## src/rtl/pcim_pkg.sv

```systemverilog
package pcim_pkg;

    typedef enum logic [2:0] {
        ST_IDLE = 3'd0,
        ST_REQ  = 3'd1,
        ST_ADDR = 3'd2,
        ST_DATA = 3'd3,
        ST_TURN = 3'd4
    } xfer_st_e;

    typedef enum logic [1:0] {
        XS_OK     = 2'd0,
        XS_WAIT   = 2'd1,
        XS_RETRY  = 2'd2,
        XS_MABORT = 2'd3
    } xfer_status_e;

    localparam logic [3:0] CMD_MEM_RD = 4'b0110;
    localparam logic [3:0] CMD_MEM_WR = 4'b0111;

endpackage

```

## src/rtl/pcim_wait_ctr.sv

```systemverilog
module pcim_wait_ctr #(
    parameter int W      = 8,
    parameter int WINDOW = 5
) (
    input  logic         clk,
    input  logic         rst_n,
    input  logic         run,
    input  logic         cfg_en,
    input  logic [W-1:0] cfg_limit,
    output logic         wait_hit,
    output logic         win_end
);
    localparam int            WIN_LAST_I = WINDOW - 1;
    localparam logic [W-1:0]  WIN_LAST   = WIN_LAST_I[W-1:0];

    logic [W-1:0] cnt_d, cnt_q;
    logic [W:0]   cnt_inc;

    assign cnt_inc  = {1'b0, cnt_q} + {{W{1'b0}}, 1'b1};
    assign wait_hit = cfg_en && (cnt_inc >= {1'b0, cfg_limit});
    assign win_end  = (cnt_q == WIN_LAST);

    always_comb begin
        cnt_d = cnt_q;
        if (!run)
            cnt_d = '0;
        else if (cnt_q != {W{1'b1}})
            cnt_d = cnt_inc[W-1:0];
    end

    always_ff @(posedge clk or negedge rst_n) begin
        if (!rst_n) cnt_q <= '0;
        else        cnt_q <= cnt_d;
    end
endmodule

```

## src/rtl/pcim_retry_ctr.sv

```systemverilog
module pcim_retry_ctr #(
    parameter int W = 8
) (
    input  logic         clk,
    input  logic         rst_n,
    input  logic         clear,
    input  logic         inc,
    input  logic         cfg_en,
    input  logic [W-1:0] cfg_limit,
    output logic         limit_hit
);
    logic [W-1:0] cnt_d, cnt_q;
    logic [W:0]   cnt_inc;

    assign cnt_inc   = {1'b0, cnt_q} + {{W{1'b0}}, 1'b1};
    assign limit_hit = cfg_en && (cnt_inc >= {1'b0, cfg_limit});

    always_comb begin
        cnt_d = cnt_q;
        if (clear)
            cnt_d = '0;
        else if (inc && cnt_q != {W{1'b1}})
            cnt_d = cnt_inc[W-1:0];
    end

    always_ff @(posedge clk or negedge rst_n) begin
        if (!rst_n) cnt_q <= '0;
        else        cnt_q <= cnt_d;
    end
endmodule

```

## src/rtl/pcim_par_gen.sv

```systemverilog
module pcim_par_gen #(
    parameter int DW = 32
) (
    input  logic          clk,
    input  logic          rst_n,
    input  logic [DW-1:0] ad,
    input  logic [3:0]    cbe_n,
    input  logic          drive,
    output logic          par,
    output logic          par_oe
);
    typedef struct packed {
        logic par;
        logic oe;
    } par_t;

    par_t par_d, par_q;

    always_comb begin
        par_d.par = ^{ad, cbe_n};
        par_d.oe  = drive;
    end

    always_ff @(posedge clk or negedge rst_n) begin
        if (!rst_n) par_q <= '0;
        else        par_q <= par_d;
    end

    assign par    = par_q.par;
    assign par_oe = par_q.oe;
endmodule

```

## src/rtl/pcim_xfer_engine.sv

```systemverilog
module pcim_xfer_engine
    import pcim_pkg::*;
#(
    parameter int DW            = 32,
    parameter int WAIT_W        = 8,
    parameter int RETRY_W       = 8,
    parameter int DEVSEL_WINDOW = 5
) (
    input  logic               clk,
    input  logic               rst_n,
    input  logic               req_valid,
    input  logic               req_write,
    input  logic [DW-1:0]      req_addr,
    input  logic [DW-1:0]      req_wdata,
    output logic               busy,
    output logic               done_valid,
    output logic [1:0]         done_status,
    output logic [DW-1:0]      done_rdata,
    input  logic               cfg_wait_en,
    input  logic [WAIT_W-1:0]  cfg_wait_limit,
    input  logic               cfg_retry_en,
    input  logic [RETRY_W-1:0] cfg_retry_limit,
    output logic               bus_req_n,
    input  logic               bus_gnt_n,
    input  logic               frame_n_i,
    input  logic               irdy_n_i,
    input  logic               devsel_n_i,
    input  logic               trdy_n_i,
    input  logic               stop_n_i,
    input  logic [DW-1:0]      ad_i,
    output logic               ctl_oe,
    output logic               frame_n_o,
    output logic               irdy_n_o,
    output logic [3:0]         cbe_n_o,
    output logic               ad_oe,
    output logic [DW-1:0]      ad_o,
    output logic               par_oe,
    output logic               par_o
);
    typedef struct packed {
        xfer_st_e      st;
        logic          write;
        logic [DW-1:0] addr;
        logic [DW-1:0] wdata;
        logic [DW-1:0] rdata;
        logic          again;
        logic          done_valid;
        xfer_status_e  status;
    } eng_t;

    eng_t eng_d, eng_q;

    logic retry_clr, retry_inc, retry_hit;
    logic wait_hit, win_end;
    logic hit_trdy, hit_stop;

    assign hit_trdy = !devsel_n_i && !trdy_n_i;
    assign hit_stop = !devsel_n_i && trdy_n_i && !stop_n_i;

    pcim_wait_ctr #(.W(WAIT_W), .WINDOW(DEVSEL_WINDOW)) i_wait (
        .clk       (clk),
        .rst_n     (rst_n),
        .run       (eng_q.st == ST_DATA),
        .cfg_en    (cfg_wait_en),
        .cfg_limit (cfg_wait_limit),
        .wait_hit  (wait_hit),
        .win_end   (win_end)
    );

    pcim_retry_ctr #(.W(RETRY_W)) i_retry (
        .clk       (clk),
        .rst_n     (rst_n),
        .clear     (retry_clr),
        .inc       (retry_inc),
        .cfg_en    (cfg_retry_en),
        .cfg_limit (cfg_retry_limit),
        .limit_hit (retry_hit)
    );

    always_comb begin
        eng_d            = eng_q;
        eng_d.done_valid = 1'b0;
        retry_clr        = 1'b0;
        retry_inc        = 1'b0;
        unique case (eng_q.st)
            ST_IDLE: begin
                if (req_valid) begin
                    eng_d.st    = ST_REQ;
                    eng_d.write = req_write;
                    eng_d.addr  = req_addr;
                    eng_d.wdata = req_wdata;
                    eng_d.again = 1'b0;
                    retry_clr   = 1'b1;
                end
            end
            ST_REQ: begin
                if (!bus_gnt_n && frame_n_i && irdy_n_i)
                    eng_d.st = ST_ADDR;
            end
            ST_ADDR: eng_d.st = ST_DATA;
            ST_DATA: begin
                if (hit_trdy) begin
                    eng_d.st         = ST_TURN;
                    eng_d.again      = 1'b0;
                    eng_d.done_valid = 1'b1;
                    eng_d.status     = XS_OK;
                    if (!eng_q.write)
                        eng_d.rdata = ad_i;
                end else if (hit_stop) begin
                    retry_inc = 1'b1;
                    eng_d.st  = ST_TURN;
                    if (retry_hit) begin
                        eng_d.again      = 1'b0;
                        eng_d.done_valid = 1'b1;
                        eng_d.status     = XS_RETRY;
                    end else begin
                        eng_d.again = 1'b1;
                    end
                end else if (devsel_n_i && win_end) begin
                    eng_d.st         = ST_TURN;
                    eng_d.again      = 1'b0;
                    eng_d.done_valid = 1'b1;
                    eng_d.status     = XS_MABORT;
                end else if (wait_hit) begin
                    eng_d.st         = ST_TURN;
                    eng_d.again      = 1'b0;
                    eng_d.done_valid = 1'b1;
                    eng_d.status     = XS_WAIT;
                end
            end
            ST_TURN: eng_d.st = eng_q.again ? ST_REQ : ST_IDLE;
            default: eng_d.st = ST_IDLE;
        endcase
    end

    always_ff @(posedge clk or negedge rst_n) begin
        if (!rst_n) eng_q <= '0;
        else        eng_q <= eng_d;
    end

    assign busy        = (eng_q.st != ST_IDLE);
    assign done_valid  = eng_q.done_valid;
    assign done_status = eng_q.status;
    assign done_rdata  = eng_q.rdata;
    assign bus_req_n   = (eng_q.st != ST_REQ);
    assign ctl_oe      = (eng_q.st == ST_ADDR) || (eng_q.st == ST_DATA) || (eng_q.st == ST_TURN);
    assign frame_n_o   = (eng_q.st != ST_ADDR);
    assign irdy_n_o    = (eng_q.st != ST_DATA);
    assign cbe_n_o     = (eng_q.st == ST_ADDR) ? (eng_q.write ? CMD_MEM_WR : CMD_MEM_RD) : 4'b0000;
    assign ad_oe       = (eng_q.st == ST_ADDR) || ((eng_q.st == ST_DATA) && eng_q.write);
    assign ad_o        = (eng_q.st == ST_ADDR) ? eng_q.addr : eng_q.wdata;

    pcim_par_gen #(.DW(DW)) i_par (
        .clk    (clk),
        .rst_n  (rst_n),
        .ad     (ad_o),
        .cbe_n  (cbe_n_o),
        .drive  (ad_oe),
        .par    (par_o),
        .par_oe (par_oe)
    );
endmodule

```

## config.mk

```make
export PLATFORM = sky130hd
export DESIGN_NAME = pcim_xfer_engine
export DESIGN_NICKNAME = d
export VERILOG_FILES = /design/src/rtl/pcim_pkg.sv /design/src/rtl/pcim_wait_ctr.sv /design/src/rtl/pcim_retry_ctr.sv /design/src/rtl/pcim_par_gen.sv /design/src/rtl/pcim_xfer_engine.sv
export SDC_FILE = /design/constraint.sdc
export NUM_CORES = 1
export LEC_CHECK = 0
export BUFFER_PORTS_ARGS = -buffer_cell sky130_fd_sc_hd__buf_4
export CAP_MARGIN = 5
export CORE_ASPECT_RATIO = 0.8
export CORE_MARGIN = 2
export CORE_UTILIZATION = 40
export DETAILED_ROUTE_END_ITERATION = 16
export PLACE_DENSITY = 0.67
export SETUP_SLACK_MARGIN = 0.5
export SYNTH_ARGS = -nofsm -noshare
export SYNTH_HDL_FRONTEND = slang
export SYNTH_HIERARCHICAL = 1
export SYNTH_SLANG_ARGS = --single-unit
```

## constraint.sdc

```tcl
create_clock -name clk -period 2.5 [get_ports clk]
set_clock_uncertainty 0.15 [all_clocks]
set_input_delay 0.5 -clock clk [delete_from_list [all_inputs] [get_ports clk]]
set_output_delay 0.5 -clock clk [all_outputs]
set_load 0.1 [all_outputs]
```

=== Yosys cells after proc, flatten, opt, wreduce, memory -nomap -nowiden ===
Index checks and enable logic that the tools add are counted.

* Reductions and logical operators: 28
* Magnitude comparators: 2
* Equal/unequal tests: 15
* Add/sub/neg operators: 2
* Bitwise gates (word level): 1
* Muxes and demuxes: 29

{| class="wikitable"
|+ Operators with widths
! operator !! count
|-
| 68-bit two-way mux || 1
|-
| 36-bit parity || 1
|-
| 32-bit two-way mux || 1
|-
| 8-bit two-way mux || 4
|-
| 3-bit two-way mux || 8
|-
| 8-bit by 1-bit adder with 9-bit output (second input constant) || 2
|-
| 9-bit by 8-bit greater-or-equal comparator with 1-bit output || 2
|-
| 4-bit two-way mux || 4
|-
| 8-bit != test (second input constant) || 2
|-
| 3-bit case mux with 5 select lines || 1
|-
| 3-bit AND reduction || 4
|-
| 1-bit logical AND || 10
|-
| 1-bit two-way mux || 9
|-
| 3-bit by 2-bit != test with 1-bit output (second input constant) || 3
|-
| 8-bit by 3-bit equality test with 1-bit output (second input constant) || 1
|-
| 3-bit by 2-bit equality test with 1-bit output (second input constant) || 2
|-
| 2-bit != test (second input constant) || 3
|-
| 5-bit != test (second input constant) || 1
|-
| 1-bit zero test || 4
|-
| 2-bit nonzero test || 2
|-
| 4-bit nonzero test || 1
|-
| 3-bit by 1-bit equality test with 1-bit output (second input constant) || 1
|-
| 3-bit equality test (second input constant) || 1
|-
| 3-bit zero test || 1
|-
| other kinds (6) || 8
|}

* Bits in registers: 122
* Output and inout bits: 79
* Input port bits: 124

=== Depth between registers and ports, before layout ===
* Depth in word-level cells: 9
* Mapped depth: 13
* Gate-level depth less buffers: 13

=== Modules after synthesis ===
The synthesis kept the hierarchy.

{| class="wikitable"
|+ By module, submodules not included
! module !! area each (um2) !! cells each !! seq. area each (um2) !! times used
|-
| pcim_xfer_engine || 4845.9 || 332 || 2602.5 || 1
|-
| pcim_retry_ctr || 656.9 || 76 || 200.2 || 1
|-
| pcim_wait_ctr || 636.9 || 75 || 200.2 || 1
|-
| pcim_par_gen || 361.6 || 36 || 50.0 || 1
|}

=== Least setup slack after synthesis ===
No wires, ideal clock.

* Kind: register -> register
* From: register eng_q[103] in the netlist's numbering
* To: register i_par.par_q, in the netlist i_par/par
* Arrival: 2.957 ns
* Data required time: 2.227 ns
* Stages on the path, launching flop included: 11
* Setup slack: -0.729 ns
* Path through: dfrtp_1 inv_1 nand2_1 nor2_2 buf_4 mux2_2 xor2_1 xnor2_1 xnor2_1 xnor3_1 xnor2_1

{| class="wikitable"
|+ RTL lines
! item !! RTL line !! source
|-
| start, declared || pcim_xfer_engine.sv:51 || <nowiki>eng_t eng_d, eng_q;</nowiki>
|-
| start signal, assigned || pcim_xfer_engine.sv:138 || <nowiki>else eng_q <= eng_d;</nowiki>
|-
| end signal, assigned || pcim_par_gen.sv:26 || <nowiki>else par_q <= par_d;</nowiki>
|-
| end, declared || pcim_par_gen.sv:17 || <nowiki>par_t par_d, par_q;</nowiki>
|}

==> flow_results.xml <==
<?xml version="1.0" encoding="UTF-8"?>
<metrics>
  <group name="status">
    <metric name="status" unit="">complete, but fails checks</metric>
    <metric name="failed_checks" unit="">negative hold slack, negative setup slack</metric>
  </group>
  <group name="worst_setup_path">
    <metric name="critPathArrivalTime" unit="ns">2.86</metric>
    <metric name="critical-path-max-stage-delay" unit="ns">0.46</metric>
    <metric name="timing.setup.critical_path_class" unit="">flop to flop</metric>
    <metric name="regToRegSetupSlack" unit="ns">-0.22</metric>
    <metric name="worst_path_max_delay_cell" unit="">sky130_fd_sc_hd__xnor3_1</metric>
    <metric name="worst-path-buf-inv" unit="">4</metric>
    <metric name="critPathTopFamily" unit="">XOR/XNOR gates</metric>
    <metric name="cp.required" unit="ns">2.64</metric>
    <metric name="reg_to_reg_endpoint" unit="">i_par/par</metric>
    <metric name="worstReg2RegStart" unit="">eng_q[103]</metric>
    <metric name="setup.worst_path.start_class" unit="">flop</metric>
    <metric name="path_cells" unit="">inv_2 &gt; nand2_4 &gt; nor2_4 &gt; buf_12 &gt; buf_12 &gt; buf_12 &gt; mux2_4 &gt; xnor2_2 &gt; xnor2_2 &gt; xnor2_2 &gt; xnor3_1 &gt; xnor2_1</metric>
    <metric name="crit_path_end_kind" unit="">flop</metric>
    <metric name="critical_path_fanouts_max" unit="">4</metric>
    <metric name="worst-r2r-cell-count" unit="">12</metric>
  </group>
  <group name="floorplan">
    <metric name="fp-row-count" unit="">41</metric>
    <metric name="die-area" unit="sq um">17300</metric>
    <metric name="chipHeight" unit="um">118</metric>
    <metric name="core_region_area" unit="sq um">15900</metric>
    <metric name="start_util" unit="%">41.0</metric>
    <metric name="design.portCount" unit="">203</metric>
    <metric name="die-width" unit="um">147</metric>
  </group>
  <group name="timing">
    <metric name="postLayoutSetupSlackWorst" unit="ns">-0.216</metric>
    <metric name="fin_worst_hold_slack" unit="ns">-0.0243</metric>
    <metric name="final_number_of_max_transition_violations" unit="">0</metric>
    <metric name="period_minus_slack" unit="ns">2.72</metric>
    <metric name="finalSetupViolCount" unit="">42</metric>
    <metric name="relSlewSlack" unit="%">52.3</metric>
    <metric name="report.final.hold_viol_count" unit="">4</metric>
    <metric name="clock.fmax" unit="MHz">368</metric>
    <metric name="tightestPinTransition" unit="ns">0.715</metric>
    <metric name="rsz_0062_raised_after_global_routing" unit="">yes</metric>
    <metric name="final_min_period_over_clock_period" unit="%">109</metric>
  </group>
  <group name="clocking">
    <metric name="cts_h_tree_lvls" unit="">4</metric>
    <metric name="clkSinkCount" unit="">122</metric>
    <metric name="clockBufferDepth" unit="">2</metric>
    <metric name="tritoncts.num_buffers" unit="">17</metric>
    <metric name="tritoncts" unit="">yes</metric>
    <metric name="clk_pin_slew" unit="ns">0.06</metric>
    <metric name="root_buffer" unit="">sky130_fd_sc_hd__clkbuf_16</metric>
    <metric name="latest_clock_arrival_within_the_worst_skew_pair" unit="ns">0.42</metric>
  </group>
  <group name="cells_and_area">
    <metric name="drive_above_1_share" unit="%">66.2</metric>
    <metric name="fin_nets" unit="">924</metric>
    <metric name="areaGrowthSynthToFinish" unit="%">67.2</metric>
    <metric name="diodes" unit="">0</metric>
    <metric name="finish.instance_area" unit="sq um">10900</metric>
  </group>
  <group name="synth">
    <metric name="count_of_mapped_cells_out_of_synthesis" unit="">519</metric>
    <metric name="synth-seq-area-share" unit="%">47.0</metric>
    <metric name="number_of_synthesized_flops_with_an_enable_pin" unit="">0</metric>
    <metric name="post-synth-top-count-cell" unit="">sky130_fd_sc_hd__dfrtp_1</metric>
    <metric name="synth_top_cell_area_share" unit="%">47.0</metric>
    <metric name="avgSynthCellArea" unit="sq um">12.5</metric>
    <metric name="share_of_synthesized_flip_flops_with_an_asynchronous_set_or_reset" unit="%">100</metric>
    <metric name="ys_ff_latch" unit="">122</metric>
    <metric name="synth.distinct_cells" unit="">50</metric>
    <metric name="synth_top_cells_by_count" unit="">sky130_fd_sc_hd__dfrtp_1, sky130_fd_sc_hd__mux2_2, sky130_fd_sc_hd__buf_4</metric>
    <metric name="syn_area" unit="sq um">6500</metric>
    <metric name="ys.flop_type" unit="">sky130_fd_sc_hd__dfrtp_1</metric>
    <metric name="cell_taking_the_most_area_after_synthesis" unit="">sky130_fd_sc_hd__dfrtp_1</metric>
    <metric name="yosysWarnings" unit="">6</metric>
    <metric name="synthTopCellsByArea" unit="">sky130_fd_sc_hd__dfrtp_1, sky130_fd_sc_hd__mux2_2, sky130_fd_sc_hd__mux2_4, sky130_fd_sc_hd__xnor2_1, sky130_fd_sc_hd__buf_4</metric>
  </group>
  <group name="place">
    <metric name="place.gp.congestion" unit="">0.863</metric>
    <metric name="io_buffer_count" unit="">201</metric>
    <metric name="pre_cts_ws" unit="ns">-0.161</metric>
    <metric name="detailed_place.area" unit="sq um">8340</metric>
    <metric name="hpwlAfterDp" unit="um">11200</metric>
  </group>
  <group name="drt">
    <metric name="post_drt_via_cell_ratio" unit="">4.88</metric>
    <metric name="detail_route.iter0.violations" unit="">142</metric>
    <metric name="avgRoutedWirePerCell" unit="um">18.4</metric>
    <metric name="post-route-drc-count" unit="">0</metric>
    <metric name="routed_wirelength" unit="um">18600</metric>
    <metric name="dr_total_vias" unit="">4927</metric>
    <metric name="drt.antenna.violating_nets" unit="">0</metric>
    <metric name="drt_pre_antenna_iters" unit="">4</metric>
  </group>
  <group name="flow_run">
    <metric name="max_cap_violations" unit="">0</metric>
  </group>
  <group name="global_route">
    <metric name="first_global_vias" unit="">5196</metric>
    <metric name="antenna_found_initial" unit="">0</metric>
    <metric name="aggregate_global_route_resource_usage" unit="%">20.2</metric>
    <metric name="grt_max_degree" unit="">123</metric>
    <metric name="globalRoute.totalOverflow" unit="">0</metric>
    <metric name="grt_first_pass_wirelength" unit="um">27500</metric>
  </group>
  <group name="worst_hold_path">
    <metric name="holdCritPathClass" unit="">input pin to asynchronous set/reset pin</metric>
  </group>
</metrics>
## placed cells by master (no fill, tap or decap), drive strengths merged, types with 3 or more instances in the layout
cell type | synthesis | routed
a21oi | 12 | 12
and3 | 4 | 4
dfrtp | 122 | 122
ha | 19 | 19
inv | 24 | 25
o21ai | 13 | 13
bufinv | 0 | 5
buf | 51 | 291
nor2b | 3 | 3
nor2 | 29 | 29
clkinv | 0 | 5
nand3 | 10 | 10
xor2 | 11 | 11
clkbuf | 2 | 22
mux2 | 129 | 129
nand2 | 20 | 20
a31oi | 3 | 3
xnor2 | 37 | 37
clkinvlp | 0 | 3
## layout make-up
class                           instances  area (sq um)
Fill cell                            1071          4980
Sequential cell                       122          3060
Multi-Input combinational cell        321          3670
Clock buffer                           18           429
Clock inverter                         14           221
Tap cell                              215           269
Inverter                               24          95.1
Timing Repair Buffer                  295          3120
## worst max path at each step
| stage | start | endpoint | slack (ns) | cells after the start |
|---|---|---|---|---|
| 2_1_floorplan | eng_q[103] | i_par/par | -0.26 | 10 |
| 3_3_place_gp | eng_q[103] | i_par/par | -0.14 | 11 |
| 3_5_place_dp | i_wait/cnt_q[1] | done_status[1] | -0.16 | 13 |
| 4_1_cts | eng_q[103] | i_par/par | -0.14 | 11 |
| 5_1_grt | eng_q[103] | i_par/par | -0.31 | 12 |
| 6_report | eng_q[103] | i_par/par | -0.22 | 12 |
## kinds of logic after synthesis
group	Yosys count	synth area share, %
multiplexers	131	24.3
flip-flops	122	47.0
AND/OR/NAND/NOR	79	6.20
buffers and inverters	77	7.74
XOR/XNOR	49	6.81
AO/OA/AOI/OAI	41	4.25
adder cells (fa/ha/maj)	19	3.66
other	1	0.0577
## routing by layer
| layer | wire, um | track usage [%] | vias to the layer above |
|---|---|---|---|
| met5 | 0 | 0 | - |
| met4 | 180 | 4.92 | 0 |
| met3 | 1190 | 6.90 | 19 |
| li1 | - | - | 2273 |
| met1 | 7650 | 24.8 | 2454 |
| met2 | 9550 | 34.2 | 181 |
## sequential cells by signal, indices dropped and copies added, names as in the netlist
register	cells
i_par/par_oe	1
done_status	2
i_wait/cnt_q	8
eng_q	69
i_par/par	1
done_rdata	32
i_retry/cnt_q	8
done_valid	1
## timing repair
item | in CTS | in global routing
resized for setup | 159 | 128
buffers inserted | 22 | 31
pin swaps | 13 | 25
hold buffers | 0 | 0
cloned | 3 | 5
setup endpoints to repair | 51 | 118
## metrics by stage
stage	TNS, ns	util, %	cells
floorplan	-0.306	-	520
global placement	-0.193	52.6	916
detailed placement	-0.895	52.6	916
CTS	-2.25	62.4	973
global route	-7.59	68.6	1009
finish	-4.28	68.6	1009
Power is left out: the tool's default activity adds up to more than one toggle a clock period on the data nets, which glitch-free logic cannot reach.
